**src/rtl/thp_pkg.sv**
```systemverilog
package thp_pkg;
    localparam int ST_W      = 4;
    localparam int ST_IRQ    = 0;
    localparam int ST_TXRDY  = 1;
    localparam int ST_RXFULL = 2;
    localparam int ST_QUIET  = 3;
    localparam int CLR_W     = 3;

    typedef struct packed {
        logic             irq;
        logic             tx;
        logic             rx;
        logic             quiet;
        logic [CLR_W-1:0] mask;
    } flag_state_t;
endpackage

```
**src/rtl/thp_strobe_sync.sv**
```systemverilog
module thp_strobe_sync #(
    parameter int STAGES = 2
) (
    input  logic clk,
    input  logic rst_n,
    input  logic cs_n,
    input  logic rd_n,
    input  logic wr_n,
    output logic rd_start,
    output logic rd_end,
    output logic wr_start,
    output logic wr_end
);
    localparam int DEPTH = STAGES + 1;
    localparam int CUR   = STAGES - 1;
    localparam int PRV   = STAGES;

    // bit 2 cs_n, bit 1 rd_n, bit 0 wr_n
    typedef struct packed {
        logic [DEPTH-1:0][2:0] pipe;
    } sync_state_t;

    sync_state_t s_d, s_q;
    logic rd_now, rd_prv, wr_now, wr_prv;

    always_comb begin
        s_d = s_q;
        s_d.pipe[0] = {cs_n, rd_n, wr_n};
        for (int i = 1; i < DEPTH; i++) begin
            s_d.pipe[i] = s_q.pipe[i-1];
        end
        rd_now   = ~s_q.pipe[CUR][2] & ~s_q.pipe[CUR][1];
        rd_prv   = ~s_q.pipe[PRV][2] & ~s_q.pipe[PRV][1];
        wr_now   = ~s_q.pipe[CUR][2] & ~s_q.pipe[CUR][0];
        wr_prv   = ~s_q.pipe[PRV][2] & ~s_q.pipe[PRV][0];
        rd_start = rd_now & ~rd_prv;
        rd_end   = ~rd_now & rd_prv;
        wr_start = wr_now & ~wr_prv;
        wr_end   = ~wr_now & wr_prv;
    end

    always_ff @(posedge clk or negedge rst_n) begin
        if (!rst_n) s_q <= '1;
        else        s_q <= s_d;
    end

    AST_RD_PULSE_SHORT: assert property (@(posedge clk) disable iff (!rst_n)
        rd_start |=> !rd_start);
endmodule

```
**src/rtl/thp_status_flags.sv**
```systemverilog
module thp_status_flags
    import thp_pkg::*;
(
    input  logic            clk,
    input  logic            rst_n,
    input  logic            tx_evt,
    input  logic            rx_evt,
    input  logic            tone_absent,
    input  logic            tone_present,
    input  logic            burst_en,
    input  logic            snap_en,
    input  logic            clr_en,
    output logic [ST_W-1:0] status
);
    flag_state_t f_d, f_q;
    logic             tx_set;
    logic [CLR_W-1:0] clr;

    always_comb begin
        f_d    = f_q;
        tx_set = tx_evt & burst_en;
        clr    = clr_en ? f_q.mask : '0;
        if (snap_en) f_d.mask = {f_q.rx, f_q.tx, f_q.irq};
        f_d.tx  = burst_en & (tx_set | (f_q.tx & ~clr[ST_TXRDY]));
        f_d.rx  = rx_evt | (f_q.rx & ~clr[ST_RXFULL]);
        f_d.irq = tx_set | rx_evt | (f_q.irq & ~clr[ST_IRQ]);
        if (tone_present)     f_d.quiet = 1'b0;
        else if (tone_absent) f_d.quiet = 1'b1;
        status = '0;
        status[ST_IRQ]    = f_q.irq;
        status[ST_TXRDY]  = f_q.tx;
        status[ST_RXFULL] = f_q.rx;
        status[ST_QUIET]  = f_q.quiet;
    end

    always_ff @(posedge clk or negedge rst_n) begin
        if (!rst_n) f_q <= '0;
        else        f_q <= f_d;
    end

    AST_RX_EVT_WINS: assert property (@(posedge clk) disable iff (!rst_n)
        rx_evt |=> status[ST_RXFULL]);
    AST_TX_NONBURST: assert property (@(posedge clk) disable iff (!rst_n)
        !burst_en |=> !status[ST_TXRDY]);
    AST_IRQ_SUMMARY: assert property (@(posedge clk) disable iff (!rst_n)
        ($rose(status[ST_TXRDY]) || $rose(status[ST_RXFULL])) |-> status[ST_IRQ]);
    AST_QUIET_READ_KEEP: assert property (@(posedge clk) disable iff (!rst_n)
        (clr_en && !tone_absent && !tone_present) |=> $stable(status[ST_QUIET]));
endmodule

```
**src/rtl/tone_host_port.sv**
```systemverilog
module tone_host_port
    import thp_pkg::*;
#(
    parameter int DATA_W      = 4,
    parameter int SYNC_STAGES = 2
) (
    input  logic              clk,
    input  logic              rst_n,
    input  logic              cs_n,
    input  logic              rd_n,
    input  logic              wr_n,
    input  logic              rsel,
    input  logic [DATA_W-1:0] bus_i,
    output logic [DATA_W-1:0] bus_o,
    output logic              bus_oe,
    output logic              irq_drive_low,
    output logic [DATA_W-1:0] tx_code,
    output logic              tx_load,
    input  logic [DATA_W-1:0] rx_code,
    input  logic              rx_evt,
    input  logic              tx_evt,
    input  logic              tone_absent,
    input  logic              tone_present
);
    localparam int CTRL_IEN   = 0;
    localparam int CTRL_BURST = 1;

    typedef struct packed {
        logic [DATA_W-1:0] tx_code;
        logic              tx_load;
        logic [DATA_W-1:0] wr_hold;
        logic              wr_sel;
        logic              rd_sel;
        logic              irq_en;
        logic              burst_en;
        logic [DATA_W-1:0] rx_data;
    } port_state_t;

    port_state_t p_d, p_q;
    logic rd_start, rd_end, wr_start, wr_end;
    logic snap_en, clr_en;
    logic [ST_W-1:0] status;

    thp_strobe_sync #(.STAGES(SYNC_STAGES)) u_sync (
        .clk      (clk),
        .rst_n    (rst_n),
        .cs_n     (cs_n),
        .rd_n     (rd_n),
        .wr_n     (wr_n),
        .rd_start (rd_start),
        .rd_end   (rd_end),
        .wr_start (wr_start),
        .wr_end   (wr_end)
    );

    thp_status_flags u_flags (
        .clk          (clk),
        .rst_n        (rst_n),
        .tx_evt       (tx_evt),
        .rx_evt       (rx_evt),
        .tone_absent  (tone_absent),
        .tone_present (tone_present),
        .burst_en     (p_q.burst_en),
        .snap_en      (snap_en),
        .clr_en       (clr_en),
        .status       (status)
    );

    always_comb begin
        p_d         = p_q;
        p_d.tx_load = 1'b0;
        if (rx_evt)   p_d.rx_data = rx_code;
        if (rd_start) p_d.rd_sel  = rsel;
        if (wr_start) begin
            p_d.wr_hold = bus_i;
            p_d.wr_sel  = rsel;
        end
        if (wr_end) begin
            if (!p_q.wr_sel) begin
                p_d.tx_code = p_q.wr_hold;
                p_d.tx_load = 1'b1;
            end else begin
                p_d.irq_en   = p_q.wr_hold[CTRL_IEN];
                p_d.burst_en = p_q.wr_hold[CTRL_BURST];
            end
        end
        snap_en = rd_start & rsel;
        clr_en  = rd_end & p_q.rd_sel;
        bus_oe  = ~cs_n & ~rd_n;
        if (!bus_oe)   bus_o = '0;
        else if (rsel) bus_o = DATA_W'(status);
        else           bus_o = p_q.rx_data;
        irq_drive_low = status[ST_IRQ] & p_q.irq_en;
        tx_code       = p_q.tx_code;
        tx_load       = p_q.tx_load;
    end

    always_ff @(posedge clk or negedge rst_n) begin
        if (!rst_n) p_q <= '0;
        else        p_q <= p_d;
    end

    AST_TX_LOAD_SINGLE: assert property (@(posedge clk) disable iff (!rst_n)
        tx_load |=> !tx_load);
    AST_LOAD_AFTER_WRITE: assert property (@(posedge clk) disable iff (!rst_n)
        tx_load |-> $past(wr_end));
endmodule

```
**config.mk**
```make
export PLATFORM = sky130hd
export DESIGN_NAME = tone_host_port
export DESIGN_NICKNAME = d
export VERILOG_FILES = /design/src/rtl/thp_pkg.sv /design/src/rtl/thp_strobe_sync.sv /design/src/rtl/thp_status_flags.sv /design/src/rtl/tone_host_port.sv
export SDC_FILE = /design/constraint.sdc
export NUM_CORES = 1
export LEC_CHECK = 0
export ABC_AREA = 1
export BUFFER_PORTS_ARGS = -buffer_cell sky130_fd_sc_hd__buf_2
export CAP_MARGIN = 20
export CORE_UTILIZATION = 52
export DETAILED_ROUTE_END_ITERATION = 16
export PLACE_DENSITY = 0.81
export SYNTH_ARGS = -nofsm -noshare
export SYNTH_HDL_FRONTEND = slang
export SYNTH_SLANG_ARGS = --single-unit
export TNS_END_PERCENT = 5
```
**constraint.sdc**
```tcl
create_clock -name clk -period 1.8 [get_ports clk]
set_clock_uncertainty 0.2 [all_clocks]
set_input_delay 0.36 -clock clk [delete_from_list [all_inputs] [get_ports clk]]
set_output_delay 0.36 -clock clk [all_outputs]
set_load 0.005 [all_outputs]
```
# After elaboration in Yosys (flattened, before gate mapping)
# Index checks and enable logic that the tools add are counted.
# Widths: inputs -> output; s select.
dict set report word_totals {
  ff_bits 33
  in_bits 18
  output_inout_bits 11
  wordCells 63
}
dict set report classes {
  n_mux 7
  bitwise_logic 37
  n_reduce_logical 3
}
# cell count
set op_table {}
lappend op_table {{$and 1x1->1} 17}
lappend op_table {{$not 1->1} 16}
lappend op_table {{$mux 4} 2}
lappend op_table {{$mux 1} 4}
lappend op_table {{$or 1x1->1} 4}
lappend op_table {{$reduce_and 2->1} 2}
lappend op_table {{$mux 3} 1}
lappend op_table {{$reduce_bool 2->1} 1}

# Logic depth before layout (Yosys ltp)
# Gate-level depths: netlist (run 1).
dict set report logic_depth {
  depth_word 10
  ltp_mapped 6
  depth_no_buf 6
}

# Cells and area by module
# From an unflattened synthesis (run 1), not the netlist that was laid out.
dict set report unflattened {
  cells_unflattened 161
  area_unflattened_um2 1377.6
}
# mod n_inst cells_per_inst area_each_um2 seq_area_each_um2
set by_module_without_submodules {}
lappend by_module_without_submodules {tone_host_port 1 98 769.5 425.4}
lappend by_module_without_submodules {thp_status_flags 1 36 304.0 175.2}
lappend by_module_without_submodules {thp_strobe_sync 1 27 304.0 236.5}

# Worst setup path before layout (run 1)
# Ideal clock, no wire load.
dict set report synth_path {
  kind {input-to-output}
  startpoint {input port cs_n}
  endpoint {output port bus_o[0]}
  t_arrival_ps 893
  required_time_ps 1240
  setup_slack_ps 347
  stages 2
  path_buffers 0
  cell_sequence {or2_2 > a211oi_1}
}
dict set report synth_via {
  elab_chain_len 3
}
# item line_no
set synth_rtl {}
lappend synth_rtl {{start, declared} tone_host_port.sv:9} ;# input logic cs_n,
lappend synth_rtl {{$not 1->1} tone_host_port.sv:89} ;# bus_oe = ~cs_n & ~rd_n;
lappend synth_rtl {{$and 1x1->1} tone_host_port.sv:89}
lappend synth_rtl {{$mux 4} tone_host_port.sv:90} ;# if (!bus_oe) bus_o = '0;
lappend synth_rtl {{end, declared} tone_host_port.sv:14} ;# output logic [DATA_W-1:0] bus_o,
# No other way between the ends.

# Worst setup path after layout (run 1)
dict set report layout_path {
  startpoint {input port cs_n}
  endpoint {output port bus_o[2]}
}
# The elaborated chain is that of the path after synthesis.

==> results of run 1 <==
-- cell type report --
type / instances / area (sq um)
repair buffers: 33 / 190
clock inverters: 2 / 10.0
flip-flops and latches: 33 / 837
multi-input cells: 79 / 375
fillers: 186 / 737
well taps: 28 / 35.0
clock buffers: 6 / 41.3
inverters: 19 / 71.3
-- cells by family after synthesis --
kind of cell / count (synthesis) / synth area share, %
compound gates: 19 / 8.10
buf+inv: 24 / 8.09
flops: 33 / 63.7
simple gates: 60 / 20.1
-- per-layer routing --
metal	global-route usage [%]	share of wire, %	wire length (um)
met2	36.3	47	1060
met5	0	0	0
met1	26.5	47	1060
met4	11.8	1.8	40
met3	4.35	4.6	104
-- cells in the mapped netlist --
master / number
sky130_fd_sc_hd__nand2_1: 44
sky130_fd_sc_hd__dfrtp_1: 24
sky130_fd_sc_hd__inv_1: 18
sky130_fd_sc_hd__dfstp_2: 9
sky130_fd_sc_hd__nor2_1: 7
sky130_fd_sc_hd__o21ai_1: 7
sky130_fd_sc_hd__o21ai_0: 6
sky130_fd_sc_hd__buf_4: 4
sky130_fd_sc_hd__a211oi_1: 3
sky130_fd_sc_hd__nand4_1: 3
sky130_fd_sc_hd__a21oi_1: 2
sky130_fd_sc_hd__nor2_2: 2
sky130_fd_sc_hd__buf_2: 1
sky130_fd_sc_hd__inv_2: 1
sky130_fd_sc_hd__nand3_1: 1
sky130_fd_sc_hd__nand3_2: 1
sky130_fd_sc_hd__nand3b_4: 1
sky130_fd_sc_hd__o21ai_2: 1
sky130_fd_sc_hd__or2_2: 1
-- tightest hold or removal path, stage by stage --
cell and delay (ps):
sky130_fd_sc_hd__buf_2 70, sky130_fd_sc_hd__nand2_1 40, sky130_fd_sc_hd__nand2_1 50
-- cells in the final DEF, fill, tap and decap left out --
cell and instances:
sky130_fd_sc_hd__nand3_2 1, sky130_fd_sc_hd__clkbuf_4 5, sky130_fd_sc_hd__inv_1 18, sky130_fd_sc_hd__inv_2 1, sky130_fd_sc_hd__or2_2 1, sky130_fd_sc_hd__dfstp_2 9
sky130_fd_sc_hd__buf_2 28, sky130_fd_sc_hd__nor2_2 2, sky130_fd_sc_hd__dlygate4sd3_1 5, sky130_fd_sc_hd__nand4_1 3, sky130_fd_sc_hd__nand3_1 1, sky130_fd_sc_hd__nor2_1 7
sky130_fd_sc_hd__nand3b_4 1, sky130_fd_sc_hd__o21ai_1 7, sky130_fd_sc_hd__o21ai_0 6, sky130_fd_sc_hd__a211oi_1 2, sky130_fd_sc_hd__dfrtp_1 24, sky130_fd_sc_hd__nand2_1 44
sky130_fd_sc_hd__a21oi_1 2, sky130_fd_sc_hd__clkbuf_1 1, sky130_fd_sc_hd__clkinv_2 2, sky130_fd_sc_hd__a211oi_2 1, sky130_fd_sc_hd__o21ai_2 1
-- repair_timing --
item	in CTS	in global routing
gates resized for setup	0	1
hold buffers	5	0
endpoints found under the hold margin	28	0
endpoints found under the setup margin	0	1
-- registers in the layout, indices dropped and copies added, names as in the netlist --
register and cells:
p_q 12, u_sync.s_d 6, tx_code 4, u_flags.status 4, u_flags.f_q 3, u_sync.s_q 3, tx_load 1
-- stage by stage --
stage	worst slack (ps)	area [sq um]
3_5_place_dp	6.43	1450
6_report	78.7	1560
5_1_grt	12.6	1560
2_1_floorplan	347	1310
4_1_cts	19.5	1560
3_3_place_gp	127	1450
-- power groups by stage --
stage | Sequential [mW] | Clock (mW) | Combinational (mW)
5_1_grt | 0.938 | 0.425 | 0.285
3_5_place_dp | 0.937 | 0 | 0.232
2_1_floorplan | 0.919 | 0 | 0.172
3_3_place_gp | 0.929 | 0 | 0.222
4_1_cts | 0.924 | 0.395 | 0.241
6_report | 0.923 | 0.378 | 0.240
-- worst paths after layout --
kind / start / end / slack, ps / cells past startpoint
worst max register to register: u_sync.s_d[8] / p_q[4] / 470 / 5
worst min-delay path: rx_code[1] / p_q[1] / 30 / 3
worst min register to register: u_sync.s_d[3] / u_sync.s_d[6] / 160 / 0
min in group asynchronous: rst_n / tx_load / 420 / 2
max in group asynchronous: rst_n / u_flags.status[3] / 540 / 2
worst max-delay path: cs_n / bus_o[2] / 80 / 4
==> results list, run 1 <==
- The run finished with clean final reports.
- The critical path contains buffers and inverters numbering 2 combined.
* Slew Limit Fails: 0
* Yosys top cell by area: sky130_fd_sc_hd__dfrtp_1
- Net count after synthesis: 154
- The die covers 0.00273 sq mm.
* Maximum resistive drop on vdd: 0.699 mV
- Area added between synthesis and finish: 18.8%
* Number of maximum-capacitance constraint violations: 0
* Fraction of power consumed by sequential logic: 59.9%
- Total routing resource utilization after global routing: 21.8%
- The worst setup path is of the input port to primary output kind.
- Final weighted congestion in routability-driven placement: 0.699
* Maximum fanout encountered on the critical timing path: 5
* Maximum buffer depth of the clock tree: 2
- Final #Nets: 189
- Number of top-level design ports: 29
- Post-CTS setup repair buffer count: 0
* Highest Clock Rate: 581 MHz
- Die outline width: 52.3 um
- For this run, the register share of the synthesized area comes to 63.7%.
* Count of state elements after synthesis: 33
* Mapped Avg Cell Area: 9.66 sq um
* H-tree depth reported by CTS: 2
- Mean number of vias per cell: 4.77
* Setup repair after global routing missed its margin: no
- Number of library cell types mapped by synthesis: 19
- For this block, the routed nets add up to 2260 um of wire.
* Core ar.: 0.00230 sq mm
- Of the post-synthesis cell area, the dominant cell type holds 45.7%.
- Fraction of final layout cells with drive strength greater than 1: 30.2%
- Final non-filler cell total: 200
- Final core area utilization: 67.9%
- The number of antenna diodes in the final layout is 0.
- Accumulated negative setup slack: 0 ps
* Synth warnings: 0
- DRT Pass-1 Iters: 4
* WP data arrival: 1160 ps
- Average routed wire per standard cell: 11.3 um
* Pint: 1.12 mW
- In the routed design, unresolved DRC markers number 0.
- Counting every sink on the clock net gives 33.
- TritonCTS built the clock tree.
* Std-Cell Rows: 17
- Net switching share of the total power: 27.5%
- The first routing iteration left 16 violations.
* Final Total Pwr: 1.54 mW
* Critical Path, Cell by Cell: buf_2 > or2_2 > a211oi_2 > buf_2
* Final setup violation count: 0
* Slowest Stage Delay on Critical Path: 340 ps
- The tightest min-delay check is of the input port to flop type.
- The clock network accounts for 24.5% of the total power.
* Required arrival time at the worst endpoint: 1240 ps
- The worst setup path is launched from an input port.
- Slew margin rel.: 53.8%
* Top cell by count, worst path: sky130_fd_sc_hd__buf_2
* Worst skew pair latency: 320 ps
- Count of input and output buffers: 28
- The total count of hold-check failures in the final report came to 0.
- Clock-pin slew was measured on the worst setup and hold paths at 90 ps.
- Power spread over the standard cell area amounts to 987 mW/mm^2.
- Kind of cell adding the most delay to the critical path: simple AND/OR/NAND/NOR gates
- Final worst-path cycle share: 95.6%
- Inserted Clock Buffers: 5
- The tree is rooted in a sky130_fd_sc_hd__clkbuf_4.
- The detailed router placed 954 vias in this run.
- In this run, the combinational gates consume 15.6% of the power.
- Switching power: 0.424 mW
- Max stage delay cell, worst path: sky130_fd_sc_hd__or2_2
- Counting tap cells, the placed design contains a total of 187 instances.
- Instance count of the mapped netlist: 136
* Total congestion overflow: 0
- Post-detailed-route count of antenna-violating nets: 0
* Vias in the first global route: 948
- Worst-Margin Slew: 693 ps
* Main area contributors after synthesis: sky130_fd_sc_hd__dfrtp_1, sky130_fd_sc_hd__dfstp_2, sky130_fd_sc_hd__nand2_1
- The smallest clock period supported by the final layout is computed as 1720 ps.
- The die is 52.3 um tall.
- The first global-routing pass estimated 4110 um of wire.
- Half-perimeter wire length of the detailed placement result: 1590 um
- The initial utilization of the core area, before any placement, comes to 57.2%.
- Capturing element type of the critical path: primary output
- Final hold analysis gives a worst-case slack of 33.5 ps.
- Initial antenna violation count: 0
- Leakage: 0.859 nW
- Maximum number of pins on one net before global-route repair: 34
- The synthesized netlist occupies a cell area of 0.00131 sq mm.
Power figures use the tool's default switching activity.
==> run 2, diff against run 1 <==
--- a/config.mk
+++ b/config.mk
@@ -10,7 +10,8 @@
 export CAP_MARGIN = 20
 export CORE_UTILIZATION = 52
 export DETAILED_ROUTE_END_ITERATION = 16
-export PLACE_DENSITY = 0.81
+export GPL_TIMING_DRIVEN = 0
+export PLACE_DENSITY = 0.87
 export SYNTH_ARGS = -nofsm -noshare
 export SYNTH_HDL_FRONTEND = slang
 export SYNTH_SLANG_ARGS = --single-unit
==> results list, run 2 (synthesis results as in run 1) <==
- Worst hold slack: 15.7 ps (was 33.5 ps)
* Core ar.: 0.00230 sq mm (unchanged)
- Maximum resistive drop on vdd: 0.847 mV (was 0.699 mV)
- The worst path buffer plus inverter count was 2 (unchanged).
* Setup repair after global routing missed its margin: no (unchanged)
* Largest register by flop count: p_q (unchanged)
* Number of maximum-capacitance constraint violations: 0 (unchanged)
- The total DRC errors in the routed layout was 0 (unchanged).
- H-tree depth reported by CTS: 2 (unchanged)
* Total die area: 0.00273 sq mm (unchanged)
- Portion of total power attributed to the clock network: 36.2% (was 24.5%)
* Post-CTS clock slew at the launch and capture registers of the worst setup and hold paths: 100 ps (was 90 ps)
- The buffer count from post-CTS setup fixing is 0 (unchanged).
- The leakage power came to 0.903 nW (was 0.859 nW).
- The starting density of the core was 57.2% (unchanged).
- The slew at the pin closest to its max-slew limit came to 681 ps (was 693 ps).
* Area added between synthesis and finish: 25.3% (was 18.8%)
- Slew margin rel.: 54.6% (was 53.8%)
- Clock tree root buffer cell: sky130_fd_sc_hd__clkbuf_4 (unchanged)
- The final count of pins violating max slew was 0 (unchanged).
* Final non-filler cell total: 204 (was 200)
- The first-pass GRT wire length was 4170 um (was 4110 um).
* Count of input and output buffers: 27 (was 28)
* Critical path launch point type: flop (was input port)
- The number of clock sinks seen by CTS came to 33 (unchanged).
- Flip-flop count of the largest register after layout: 12 (unchanged)
- Final #Nets: 193 (was 189)
- The via count is 987 (was 954).
- The net switching fraction of the power was 24.2% (was 27.5%).
- WP data arrival: 1150 ps (was 1160 ps)
- The peak per-stage delay on the critical path is 360 ps (was 340 ps).
- The post-route cell area came to 0.00165 sq mm (was 0.00156 sq mm).
- The global placement routability congestion came to 0.734 (was 0.699).
* Commonest non-fill, non-tap cell in the layout: sky130_fd_sc_hd__nand2_1 (unchanged)
* Dpl cell area: 0.00148 sq mm (was 0.00145 sq mm)
- Vias in the first global route: 1,020 (was 948)
- Critical Setup Path Class: flop to primary output (was input port to primary output)
- The relative contribution of sequential cells to total power was 49.2% (was 59.9%).
- The proportion of layout cells with a drive suffix above 1 was 33.0% (was 30.2%).
- Half-perimeter wire length of the detailed placement result: 1650 um (was 1590 um)
- Final Critical Period: 1710 ps (was 1720 ps)
* Post-detailed-routing wire length: 2350 um (was 2260 um)
- Outcome: complete, no violations (unchanged).
- The number of placed instances with taps included came to 191 (was 187).
* Average routed wire per standard cell: 11.5 um (was 11.3 um)
* Clock tree from TritonCTS: yes (unchanged)
- The width of the chip came to 52.3 um (unchanged).
- The overall overflow remaining after global route is 0 (unchanged).
- The data required time of the worst path came to 1240 ps (about the same).
- Combinational Power Share: 14.6% (was 15.6%)
- Final core area utilization: 71.7% (was 67.9%)
- The family with the most delay on the worst path was flip-flops (was simple AND/OR/NAND/NOR gates).
- Capturing element type of the critical path: primary output (unchanged)
- DRT Pass-1 Iters: 6 (was 4)
- Std-Cell Rows: 17 (unchanged)
* Post-detailed-route count of antenna-violating nets: 0 (unchanged)
* Top library cells by usage in the layout, fill and taps aside: sky130_fd_sc_hd__nand2_1, sky130_fd_sc_hd__buf_2, sky130_fd_sc_hd__dfrtp_1 (unchanged)
- Worst skew pair latency: 330 ps (was 320 ps)
* Initial antenna violation count: 0 (unchanged)
* Total routing resource utilization after global routing: 22.2% (was 21.8%)
- Maximum number of pins on one net before global-route repair: 34 (unchanged)
* Inserted Clock Buffers: 5 (unchanged)
* Highest Clock Rate: 584 MHz (was 581 MHz)
- Maximum buffer depth of the clock tree: 2 (unchanged)
- The number of vias per cell after detailed routing came to 4.84 (was 4.77).
- Antenna diode count: 0 (unchanged)
- Critical Path, Cell by Cell: inv_1 > a211oi_2 > buf_2 (was buf_2 > or2_2 > a211oi_2 > buf_2).
- The peak fanout along the critical path was 2 (was 5).
* Pint: 1.43 mW (was 1.12 mW)
* Max stage delay cell, worst path: sky130_fd_sc_hd__dfrtp_1 (was sky130_fd_sc_hd__or2_2)
- Total power density per cell area: 1140 mW/mm^2 (was 987 mW/mm^2)
- Worst min-delay path category: input port to flop (unchanged)
* DR iter-0 viols: 17 (was 16)
- DIE HEIGHT: 52.3 um (unchanged)
- The final critical-path share of the clock period was 95.1% (was 95.6%).
* Accumulated negative setup slack: 0 ps (unchanged)
- Final setup violation count: 0 (unchanged)
* Number of top-level design ports: 29 (unchanged)
- The power spent charging and discharging nets was 0.457 mW (was 0.424 mW).
* Final-report hold violation count: 0 (unchanged)
==> run 2: cell types whose count changed in the layout (fill, tap and decap cells not counted), sizes merged <==
| cell | previous run | this run |
|---|---|---|
| clkinv | 2 | 1 |
| clkbuf | 6 | 5 |
| bufinv | 0 | 2 |
| buf | 28 | 32 |
==> run 2: worst paths after layout <==
kind	startpoint	to	slack, ps	cells past startpoint
hold / removal	rx_code[2]	p_q[2]	20	3
min in group asynchronous	rst_n	p_q[11]	390	2
setup reg to reg	u_sync.s_d[8]	p_q[5]	450	5
max in group asynchronous	rst_n	p_q[6]	570	2
setup / recovery	u_flags.status[2]	bus_o[2]	90	3
hold reg to reg	u_sync.s_d[3]	u_sync.s_d[6]	160	0
==> run 2: cell type report <==
cell class	instances	area, sq um
plain buffers	5	35.0
clock buffers	5	37.5
clock inverters	3	65.1
fillers	179	651
inverters	19	71.3
multi-input cells	79	380
flip-flops and latches	33	837
well taps	28	35.0
repair buffers	32	185
==> run 2: timing repair <==
item,in CTS,in global routing
hold buffers,5,0
setup endpoints to repair,0,2
hold endpoints to repair,28,0
resized for setup,0,2
==> run 2: power groups by stage <==
| stage | Clock (mW) | Combinational [mW] | Sequential [mW] |
|---|---|---|---|
| after floorplan | 0 | 0.172 | 0.919 |
| after global placement | 0 | 0.255 | 0.931 |
| after detailed placement | 0 | 0.266 | 0.941 |
| after CTS | 0.685 | 0.276 | 0.928 |
| after global routing | 0.719 | 0.319 | 0.942 |
| final | 0.683 | 0.275 | 0.927 |
==> run 2: metrics by stage <==
stage                     total power [mW]  setup slack (ps)
final                                 1.88              88.1
after global routing                  1.98              20.0
after CTS                             1.89              27.1
after detailed placement              1.21              75.2
after global placement                1.19              90.6
after floorplan                       1.09               347
==> run 2: routing by layer <==
metal	share of wire (%)	global-route usage, %	vias to the layer above
li1	-	-	495
met1	42	24.9	459
met2	51	37.4	26
met3	3.9	5.22	7
met4	2.8	14.5	0
met5	0	0	-
==> run 2: worst min-delay path: cells and delay by family <==
family	cells	cell delay, ps
buf+inv	1	70
simple gates	2	90
